### src/rtl/fcs_pkg.sv
package fcs_pkg;
  typedef enum logic [1:0] {
    ST_IDLE = 2'd0,
    ST_LEAD = 2'd1,
    ST_XFER = 2'd2
  } fcs_state_e;
endpackage

### src/rtl/fcs_seq.sv
module fcs_seq
  import fcs_pkg::*;
#(
  parameter int DIV_RATIO = 25,
  parameter int FRAME_W   = 8,
  parameter int PW        = $clog2(DIV_RATIO)
) (
  input  logic          clk,
  input  logic          rst,
  input  logic          start,
  output logic          cs_n,
  output logic          ready,
  output logic          load_stb,
  output logic          cap_stb,
  output logic          last_cap,
  output logic          xfer_nxt,
  output logic [PW-1:0] ph_nxt
);
  localparam int HI     = DIV_RATIO / 2;
  localparam int ODD    = DIV_RATIO % 2;
  localparam int FALL_C = HI + ODD;
  localparam int LO     = DIV_RATIO - HI;
  localparam int BW     = (FRAME_W > 1) ? $clog2(FRAME_W) : 1;

  localparam logic [PW-1:0] LEAD_END = PW'(LO - 1);
  localparam logic [PW-1:0] PH_END   = PW'(DIV_RATIO - 1);
  localparam logic [PW-1:0] CAP_PH   = PW'(FALL_C - 1);
  localparam logic [BW-1:0] BIT_END  = BW'(FRAME_W - 1);

  fcs_state_e    st, st_n;
  logic [PW-1:0] ph, ph_n;
  logic [BW-1:0] bitc, bit_n;

  always_comb begin
    st_n  = st;
    ph_n  = ph;
    bit_n = bitc;
    unique case (st)
      ST_IDLE: begin
        if (start) begin
          st_n = ST_LEAD;
          ph_n = '0;
        end
      end
      ST_LEAD: begin
        if (ph == LEAD_END) begin
          st_n  = ST_XFER;
          ph_n  = '0;
          bit_n = '0;
        end else begin
          ph_n = ph + 1'b1;
        end
      end
      ST_XFER: begin
        if (ph == PH_END) begin
          ph_n = '0;
          if (bitc == BIT_END) st_n = ST_IDLE;
          else                 bit_n = bitc + 1'b1;
        end else begin
          ph_n = ph + 1'b1;
        end
      end
      default: st_n = ST_IDLE;
    endcase
  end

  always_ff @(posedge clk) begin
    if (rst) begin
      st    <= ST_IDLE;
      ph    <= '0;
      bitc  <= '0;
      cs_n  <= 1'b1;
      ready <= 1'b1;
    end else begin
      st    <= st_n;
      ph    <= ph_n;
      bitc  <= bit_n;
      cs_n  <= (st_n == ST_IDLE);
      ready <= (st_n == ST_IDLE);
    end
  end

  assign load_stb = (st == ST_IDLE) && start;
  assign cap_stb  = (st == ST_XFER) && (ph == CAP_PH);
  assign last_cap = cap_stb && (bitc == BIT_END);
  assign xfer_nxt = (st_n == ST_XFER);
  assign ph_nxt   = ph_n;
endmodule

### src/rtl/fcs_sclk_shape.sv
module fcs_sclk_shape #(
  parameter int DIV_RATIO = 25,
  parameter int PW        = $clog2(DIV_RATIO)
) (
  input  logic          clk,
  input  logic          rst,
  input  logic          active,
  input  logic [PW-1:0] ph,
  output logic          rise_q,
  output logic          fall_q
);
  localparam int HI = DIV_RATIO / 2;
  localparam logic [PW-1:0] HI_P = PW'(HI);

  logic high_full;
  assign high_full = active && (ph < HI_P);

  generate
    if (DIV_RATIO % 2 == 1) begin : g_odd
      logic mid;
      assign mid = active && (ph == HI_P);
      always_ff @(posedge clk) begin
        if (rst) begin
          rise_q <= 1'b0;
          fall_q <= 1'b0;
        end else begin
          rise_q <= high_full || mid;
          fall_q <= high_full;
        end
      end
    end else begin : g_even
      always_ff @(posedge clk) begin
        if (rst) begin
          rise_q <= 1'b0;
          fall_q <= 1'b0;
        end else begin
          rise_q <= high_full;
          fall_q <= high_full;
        end
      end
    end
  endgenerate
endmodule

### src/rtl/fcs_shift.sv
module fcs_shift #(
  parameter int FRAME_W = 8
) (
  input  logic               clk,
  input  logic               rst,
  input  logic               load,
  input  logic [FRAME_W-1:0] tx,
  input  logic               cap,
  input  logic               last,
  input  logic               miso,
  output logic               mosi,
  output logic [FRAME_W-1:0] rx_word,
  output logic               done
);
  logic [FRAME_W-1:0] sreg;
  logic [FRAME_W-1:0] shifted;

  assign shifted = {sreg[FRAME_W-2:0], miso};

  always_ff @(posedge clk) begin
    if (rst) begin
      sreg    <= '0;
      mosi    <= 1'b0;
      rx_word <= '0;
      done    <= 1'b0;
    end else begin
      done <= 1'b0;
      if (load) begin
        sreg <= {tx[FRAME_W-2:0], 1'b0};
        mosi <= tx[FRAME_W-1];
      end else if (cap) begin
        sreg <= shifted;
        mosi <= last ? 1'b0 : sreg[FRAME_W-1];
        if (last) begin
          rx_word <= shifted;
          done    <= 1'b1;
        end
      end
    end
  end
endmodule

### src/rtl/fcs_spi_master.sv
module fcs_spi_master
  import fcs_pkg::*;
#(
  parameter int DIV_RATIO = 25,
  parameter int FRAME_W   = 8
) (
  input  logic               clk,
  input  logic               rst,
  input  logic               start,
  input  logic [FRAME_W-1:0] tx_word,
  output logic               ready,
  output logic [FRAME_W-1:0] rx_word,
  output logic               done,
  input  logic               miso,
  output logic               cs_n,
  output logic               sclk_rise,
  output logic               sclk_fall,
  output logic               mosi
);
  localparam int PW = $clog2(DIV_RATIO);

  logic          load_stb, cap_stb, last_cap, xfer_nxt;
  logic [PW-1:0] ph_nxt;

  fcs_seq #(.DIV_RATIO(DIV_RATIO), .FRAME_W(FRAME_W), .PW(PW)) u_seq (
    .clk(clk), .rst(rst), .start(start),
    .cs_n(cs_n), .ready(ready),
    .load_stb(load_stb), .cap_stb(cap_stb), .last_cap(last_cap),
    .xfer_nxt(xfer_nxt), .ph_nxt(ph_nxt)
  );

  fcs_sclk_shape #(.DIV_RATIO(DIV_RATIO), .PW(PW)) u_shape (
    .clk(clk), .rst(rst), .active(xfer_nxt), .ph(ph_nxt),
    .rise_q(sclk_rise), .fall_q(sclk_fall)
  );

  fcs_shift #(.FRAME_W(FRAME_W)) u_shift (
    .clk(clk), .rst(rst), .load(load_stb), .tx(tx_word),
    .cap(cap_stb), .last(last_cap), .miso(miso),
    .mosi(mosi), .rx_word(rx_word), .done(done)
  );
endmodule

### config.mk
export PLATFORM = sky130hd
export DESIGN_NAME = fcs_spi_master
export DESIGN_NICKNAME = d
export VERILOG_FILES = /design/src/rtl/fcs_pkg.sv /design/src/rtl/fcs_seq.sv /design/src/rtl/fcs_sclk_shape.sv /design/src/rtl/fcs_shift.sv /design/src/rtl/fcs_spi_master.sv
export SDC_FILE = /design/constraint.sdc
export NUM_CORES = 1
export LEC_CHECK = 0
export BUFFER_PORTS_ARGS = -buffer_cell sky130_fd_sc_hd__buf_2
export CELL_PAD_IN_SITES_DETAIL_PLACEMENT = 1
export CELL_PAD_IN_SITES_GLOBAL_PLACEMENT = 1
export CORE_MARGIN = 2
export CORE_UTILIZATION = 45
export DETAILED_ROUTE_END_ITERATION = 16
export PLACE_DENSITY = 0.83
export SLEW_MARGIN = 20
export SYNTH_ARGS = -nofsm -noshare
export SYNTH_HDL_FRONTEND = slang
export SYNTH_SLANG_ARGS = --single-unit
### constraint.sdc
create_clock -name clk -period 4.1 [get_ports clk]
set_input_delay 0.41 -clock clk [delete_from_list [all_inputs] [get_ports clk]]
set_output_delay 0.41 -clock clk [all_outputs]
set_load 0.01 [all_outputs]
=== Word level (Yosys, flattened, before mapping) ===
Index checks and enable logic that the tools add are counted.

* Input bits: 12
* Word-level logic and storage cells: 59
* Bits in registers: 31
* Output and inout port bits: 14

* Multiplexer cells: 19
* Add/subtract/negate cells: 2
* Magnitude comparators: 1
* Equality and inequality tests: 10
* Bitwise operators: 2
* Reductions and logical operators: 14

{| class="wikitable"
|+ Operators by type and width
! cell !! count
|-
| 2-to-1 mux 8 bit || 2
|-
| 2-to-1 mux 5 bit || 3
|-
| case mux 5 bit (3 select lines) || 1
|-
| == test 5 x 4 -> 1 bit, second input constant || 2
|-
| 2-to-1 mux 3 bit || 3
|-
| 2-to-1 mux 2 bit || 4
|-
| case mux 2 bit (3 select lines) || 1
|-
| case mux 3 bit (2 select lines) || 1
|-
| adder 5 x 1 -> 5 bit, second input constant || 1
|-
| == test 5 bit, second input constant || 1
|-
| logical AND 1 bit || 5
|-
| less-than comparator 5 x 4 -> 1 bit, second input constant || 1
|-
| == test 2 bit, second input constant || 2
|-
| logical NOT 2 bit || 2
|-
| 2-to-1 mux 1 bit || 4
|-
| != test 2 x 1 -> 1 bit, second input constant || 2
|-
| AND reduction 4 bit || 1
|-
| nonzero test 2 bit || 2
|-
| adder 3 x 1 -> 3 bit, second input constant || 1
|-
| == test 3 bit, second input constant || 1
|-
| AND reduction 3 bit || 1
|-
| OR reduction 3 bit || 1
|-
| == test 2 x 1 -> 1 bit, second input constant || 1
|-
| != test 2 bit, second input constant || 1
|-
| other kinds (3) || 4
|}

=== Logic depth before layout (Yosys ltp) ===
* Word-level depth: 7
* Depth in mapped cells: 8
* Gate-level depth less buffers: 7

=== By module ===
A second synthesis with hierarchy kept.

* Cells, all modules: 157
* Area total of the unflattened synthesis: 1566.5 µm²

{| class="wikitable"
|+ By module, submodules not included
! module !! area each (µm²) !! sequential area each (µm²) !! cells each !! times used
|-
| fcs_shift || 802.0 || 360.3 || 77 || 1
|-
| fcs_seq || 683.2 || 220.2 || 74 || 1
|-
| fcs_sclk_shape || 81.3 || 40.0 || 6 || 1
|}

=== Worst setup path after synthesis ===
OpenSTA, ideal clock, no wires.

* Path kind: register to register
* From: register u_seq.ph[0]
* To: register u_shape.rise_q
* Path buffers: 0
* Arrival: 1497 ps
* Period minus slack after synthesis: 1615 ps
* Slack: 2485 ps
* Data required time: 3981 ps
* Stages on the path, launching flop included: 8
* Path through: dfxtp_1 -> inv_1 -> ha_1 -> and4b_1 -> or3_1 -> a31o_1 -> nand2_1 -> a21oi_2

* Word-level cells in the longest chain between the ends: 6

{| class="wikitable"
|+ RTL lines
! element !! RTL line !! source
|-
| start: declaration || fcs_seq.sv:31 || <nowiki>logic [PW-1:0] ph, ph_n;</nowiki>
|-
| start signal: assignment || fcs_seq.sv:76 || <nowiki>ph <= ph_n;</nowiki>
|-
| adder 5 x 1 -> 5 bit (tied with other cells) || fcs_seq.sv:51, fcs_seq.sv:60 ||
|-
| 2-to-1 mux 5 bit (tied with other cells) || fcs_seq.sv:55 || <nowiki>if (ph == PH_END) begin</nowiki>
|-
| case mux 5 bit (3 select lines) / case mux 2 bit (3 select lines) (equally long branches) || fcs_seq.sv:38 || <nowiki>unique case (st)</nowiki>
|-
| less-than comparator 5 x 4 -> 1 bit (tied with other cells) || fcs_sclk_shape.sv:16 || <nowiki>assign high_full = active && (ph < HI_P);</nowiki>
|-
| logical AND 1 bit, on equally long branches || fcs_sclk_shape.sv:16, fcs_sclk_shape.sv:21 ||
|-
| logical OR 1 bit (*) || fcs_sclk_shape.sv:27 || <nowiki>rise_q <= high_full || mid;</nowiki>
|-
| end signal: assignment || fcs_sclk_shape.sv:27 ||
|-
| end: declaration || fcs_sclk_shape.sv:9 || <nowiki>output logic rise_q,</nowiki>
|}

Mark *: on every way between the ends. The rest lies on a longest branch, timed or not.
A chain may end at the register's enable or synchronous reset.

=== Final worst setup path ===
* From: register u_seq.ph[0]
* To: register u_shift.rx_word[1]

* Word-level cells in the longest chain between the ends: 4

{| class="wikitable"
|+ RTL lines
! element !! RTL line !! source
|-
| == test 5 x 4 -> 1 bit (*) || fcs_seq.sv:84 || <nowiki>assign cap_stb = (st == ST_XFER) && (ph == CAP_PH);</nowiki>
|-
| logical AND 1 bit (*) || fcs_seq.sv:84 ||
|-
| logical AND 1 bit || fcs_seq.sv:85 || <nowiki>assign last_cap = cap_stb && (bitc == BIT_END);</nowiki>
|-
| AND reduction 3 bit (no source line) (*) || n/a ||
|-
| end signal: assignment || fcs_shift.sv:35 || <nowiki>rx_word <= shifted;</nowiki>
|-
| end: declaration || fcs_shift.sv:12 || <nowiki>output logic [FRAME_W-1:0] rx_word,</nowiki>
|}

Marks and branches as above.

==> reports/metrics.yaml <==
sta:
  fin_worst_skew_ns: 0.00366
  worstMarginPinSlew_ns: 0.612
  maxSlewViolCount: 0
  period_share: 0.591
  setup_violations: 0
  rsz0062_at_grt: "false"
  slew_headroom: 0.592
  hold_viol: 0
  fmax_mhz: 413
  layout_min_cycle_time_ns: 2.42
  tns_ns: 0
drt:
  drtPass1Iterations: 4
  drc: 0
  final_antenna_net_count: 0
  wl_per_cell_um: 14.4
  drt_iter0_markers: 35
  vias: 1194
  viasPerCell: 5.31
  wl_mm: 3.24
die:
  initial_core_util: 0.479
  ios: 26
  rows: 20
  die_x_um: 61.5
  die_h_um: 61.5
  core_region_area_mm2: 0.00310
  dieArea_mm2: 0.00378
min_path:
  hp-class: "in2reg"
  whs_path_depth: 3
  hold_end: "u_shift.rx_word[0]"
  hp-start: "miso"
layout:
  syn_to_final_growth_pct: 14.1
  drive_above_1_share: 0.221
  fill_cells: 387
  n_antenna_cell: 0
  most-common-layout-cells: "dfxtp_1, nor2_1, buf_2, mux2i_1, a211oi_1"
  layout_commonest_cell: "dfxtp_1"
  stdcell_count: 225
  fin_nets: 196
power_and_ir_drop:
  switchingPower_w: 0.000143
  pwr-share-comb: 0.082
  clkPwrFrac: 0.401
  max-vdd-ir-drop_uv: 234
  p_seq_frac: 0.517
  power_density_mw_per_mm2: 365
  power.leakage_nw: 0.805
  power_switching_share: 0.231
  cell_internal_pwr_w: 0.000476
clock_network:
  clk_pin_slew_worst_paths_ns: 0.10
  cts_buffers: 5
  clk_path_buf_depth: 2
  cts_root_buffer: "clkbuf_4"
  hold_buffers: 0
  clock-sinks: 31
  ctsHtreeMaxLevel: 2
  cts_resized: 0
  postCtsSetupBuffers: 0
  clkLatencyLatePin_ns: 0.33
  tritoncts: "built"
outcome:
  outcome: "completed"
synth:
  yosysWarnings: 0
  postSynthCellCount: 157
  synth-seq-area-share: 0.418
  syn_nets: 173
  synth_cell_types: 41
  syn_area_per_cell_um2: 9.47
  syn_area_mm2: 0.00149
  synth_top_cell_by_area: "dfxtp_1"
  synth_top_area_share: 0.418
  synth_seq_cells: 31
  synth.top_cells.by_area: "dfxtp_1, mux2i_1, nor2_1"
worst_setup_path:
  rr_worst_depth: 7
  arrival_ns: 2.64
  critPathLaunchType: "flip-flop"
  worstSetupEndpointType: "flip-flop"
  required_ns: 4.31
  critical_path_cell_count: 7
  path_cells: "inv_1 > ha_1 > nand4b_4 > nor2_2 > nand3_1 > mux2i_1 > nor2_1"
  crit_slowest_cell: "nor2_2"
  timing.rr.end: "u_shift.rx_word[1]"
  ff2ff_setup_slack_ns: 1.68
  worst-path-buf-inv: 1
  reg2reg_from: "u_seq.ph[0]"
  critical_path.max_stage_delay_ns: 0.54
  cp_top_family: "simple AND/OR/NAND/NOR gates"
  path_class: "reg2reg"
  cp_max_fo: 11
placement:
  dp_hpwl_mm: 2.39
  gp_congestion: 0.759
  placed_cells_incl_taps: 217
  port_buffers: 25
global_route:
  overflow: 0
  grt_start_max_net_pins: 31
  grt_use_total: 0.196
  grt_pass1_vias: 1212
  grt_pass1_wl_mm: 5.26
  antenna_found_initial: 0
flow_run:
  maxCapViolCount: 0
==> cells by family (layout without fill, tap and decap cells) <==
| family | count (synthesis) | count (layout) | share of synthesized area |
|---|---|---|---|
| adder cells (fa/ha/maj) | 4 | 4 | 0.0337 |
| multiplexers | 19 | 19 | 0.128 |
| AND/OR/NAND/NOR | 58 | 58 | 0.209 |
| AO/OA/AOI/OAI | 31 | 31 | 0.157 |
| XOR/XNOR | 1 | 1 | 0.00589 |
| flip-flops | 31 | 31 | 0.418 |
| buffers and inverters | 13 | 37 | 0.0488 |
==> worst max path at each step <==
stage	slack (ns)	endpoint	start
finish	1.68	u_shift.rx_word[1]	u_seq.ph[0]
detailed placement	1.67	u_shift.rx_word[1]	u_seq.ph[0]
CTS	1.65	u_shift.rx_word[1]	u_seq.ph[0]
global route	1.43	u_shift.rx_word[3]	u_seq.ph[0]
floorplan	2.48	u_shape.rise_q	u_seq.ph[0]
global placement	1.82	u_shift.rx_word[7]	u_seq.ph[0]
==> area by class of cell <==
cell class                      instances  area [um2]  area share
Clock buffer                            6        51.3      0.0303
Clock inverter                          2        35.0      0.0207
Sequential cell                        31         621       0.366
Timing Repair Buffer                   25         125      0.0738
Tap cell                               44        55.1      0.0325
Multi-Input combinational cell        113         793       0.468
Inverter                                4        15.0     0.00886
==> sequential cells by signal (all words and copies together) (netlist names) <==
signal and flops:
u_shift.rx_word 8, u_shift.mosi 1, u_seq.bitc 3, u_seq.ph 5, u_shape.rise_q 1, u_shift.done 1
u_seq.st 2, u_seq.cs_n 1, u_shape.fall_q 1, u_shift.sreg 8
==> synthesized netlist by cell type <==
cell type  instances
a211o_1            1
a211oi_1           7
a21o_1             2
a21oi_1            6
a21oi_2            1
a221oi_1           3
a22oi_4            1
a31o_1             1
a32oi_1            1
and2_1             2
and2_4             1
and2b_1            2
and3_1             1
and4b_1            1
buf_2              1
buf_4              2
buf_6              2
clkbuf_1           4
dfxtp_1           31
ha_1               4
inv_1              4
mux2i_1           19
nand2_1            6
nand2b_1           4
nand3_1            2
nand3b_1           2
nand4b_1           1
nand4b_4           1
nor2_1            27
nor2_2             1
nor2b_1            2
nor3_1             2
o21ai_0            4
o21ai_1            1
o21ai_2            1
o21bai_2           1
o31a_1             1
or2b_1             1
or3_1              1
or3b_1             1
xor2_1             1
==> worst reg2reg max path: stages (launching register included) <==
cell and delay [ns]:
dfxtp_1 0.37, inv_1 0.08, ha_1 0.23, nand4b_4 0.17, nor2_2 0.54, nand3_1 0.54
mux2i_1 0.32, nor2_1 0.06
==> through the flow <==
stage / instance area, um2 / utilization / worst slack (ns) / hold WS [ns] / power (W)
3_3_place_gp: 1610 / 0.519 / 1.82 / 0.445 / 0.000374
2_1_floorplan: 1490 / - / 2.48 / 0.436 / 0.000361
4_1_cts: 1700 / 0.546 / 1.65 / 0.311 / 0.000628
3_5_place_dp: 1610 / 0.519 / 1.67 / 0.465 / 0.000377
5_1_grt: 1700 / 0.546 / 1.43 / 0.348 / 0.000648
6_report: 1700 / 0.546 / 1.68 / 0.328 / 0.000619
==> power by group through the flow <==
stage | combinational, W | clock (W) | sequential, W
2_1_floorplan | 0.0000376 | 0 | 0.000323
3_5_place_dp | 0.0000506 | 0 | 0.000327
5_1_grt | 0.0000562 | 0.000270 | 0.000322
3_3_place_gp | 0.0000483 | 0 | 0.000326
6_report | 0.0000509 | 0.000248 | 0.000320
4_1_cts | 0.0000510 | 0.000257 | 0.000320
==> metal layers <==
| metal | part of all wire | global-route usage | vias to the layer above |
|---|---|---|---|
| met3 | 0.037 | 0.0504 | 9 |
| met2 | 0.51 | 0.345 | 22 |
| met5 | 0 | 0 | - |
| met1 | 0.43 | 0.209 | 566 |
| met4 | 0.026 | 0.122 | 0 |
| li1 | - | - | 597 |
(Power assumes the default switching activity.)
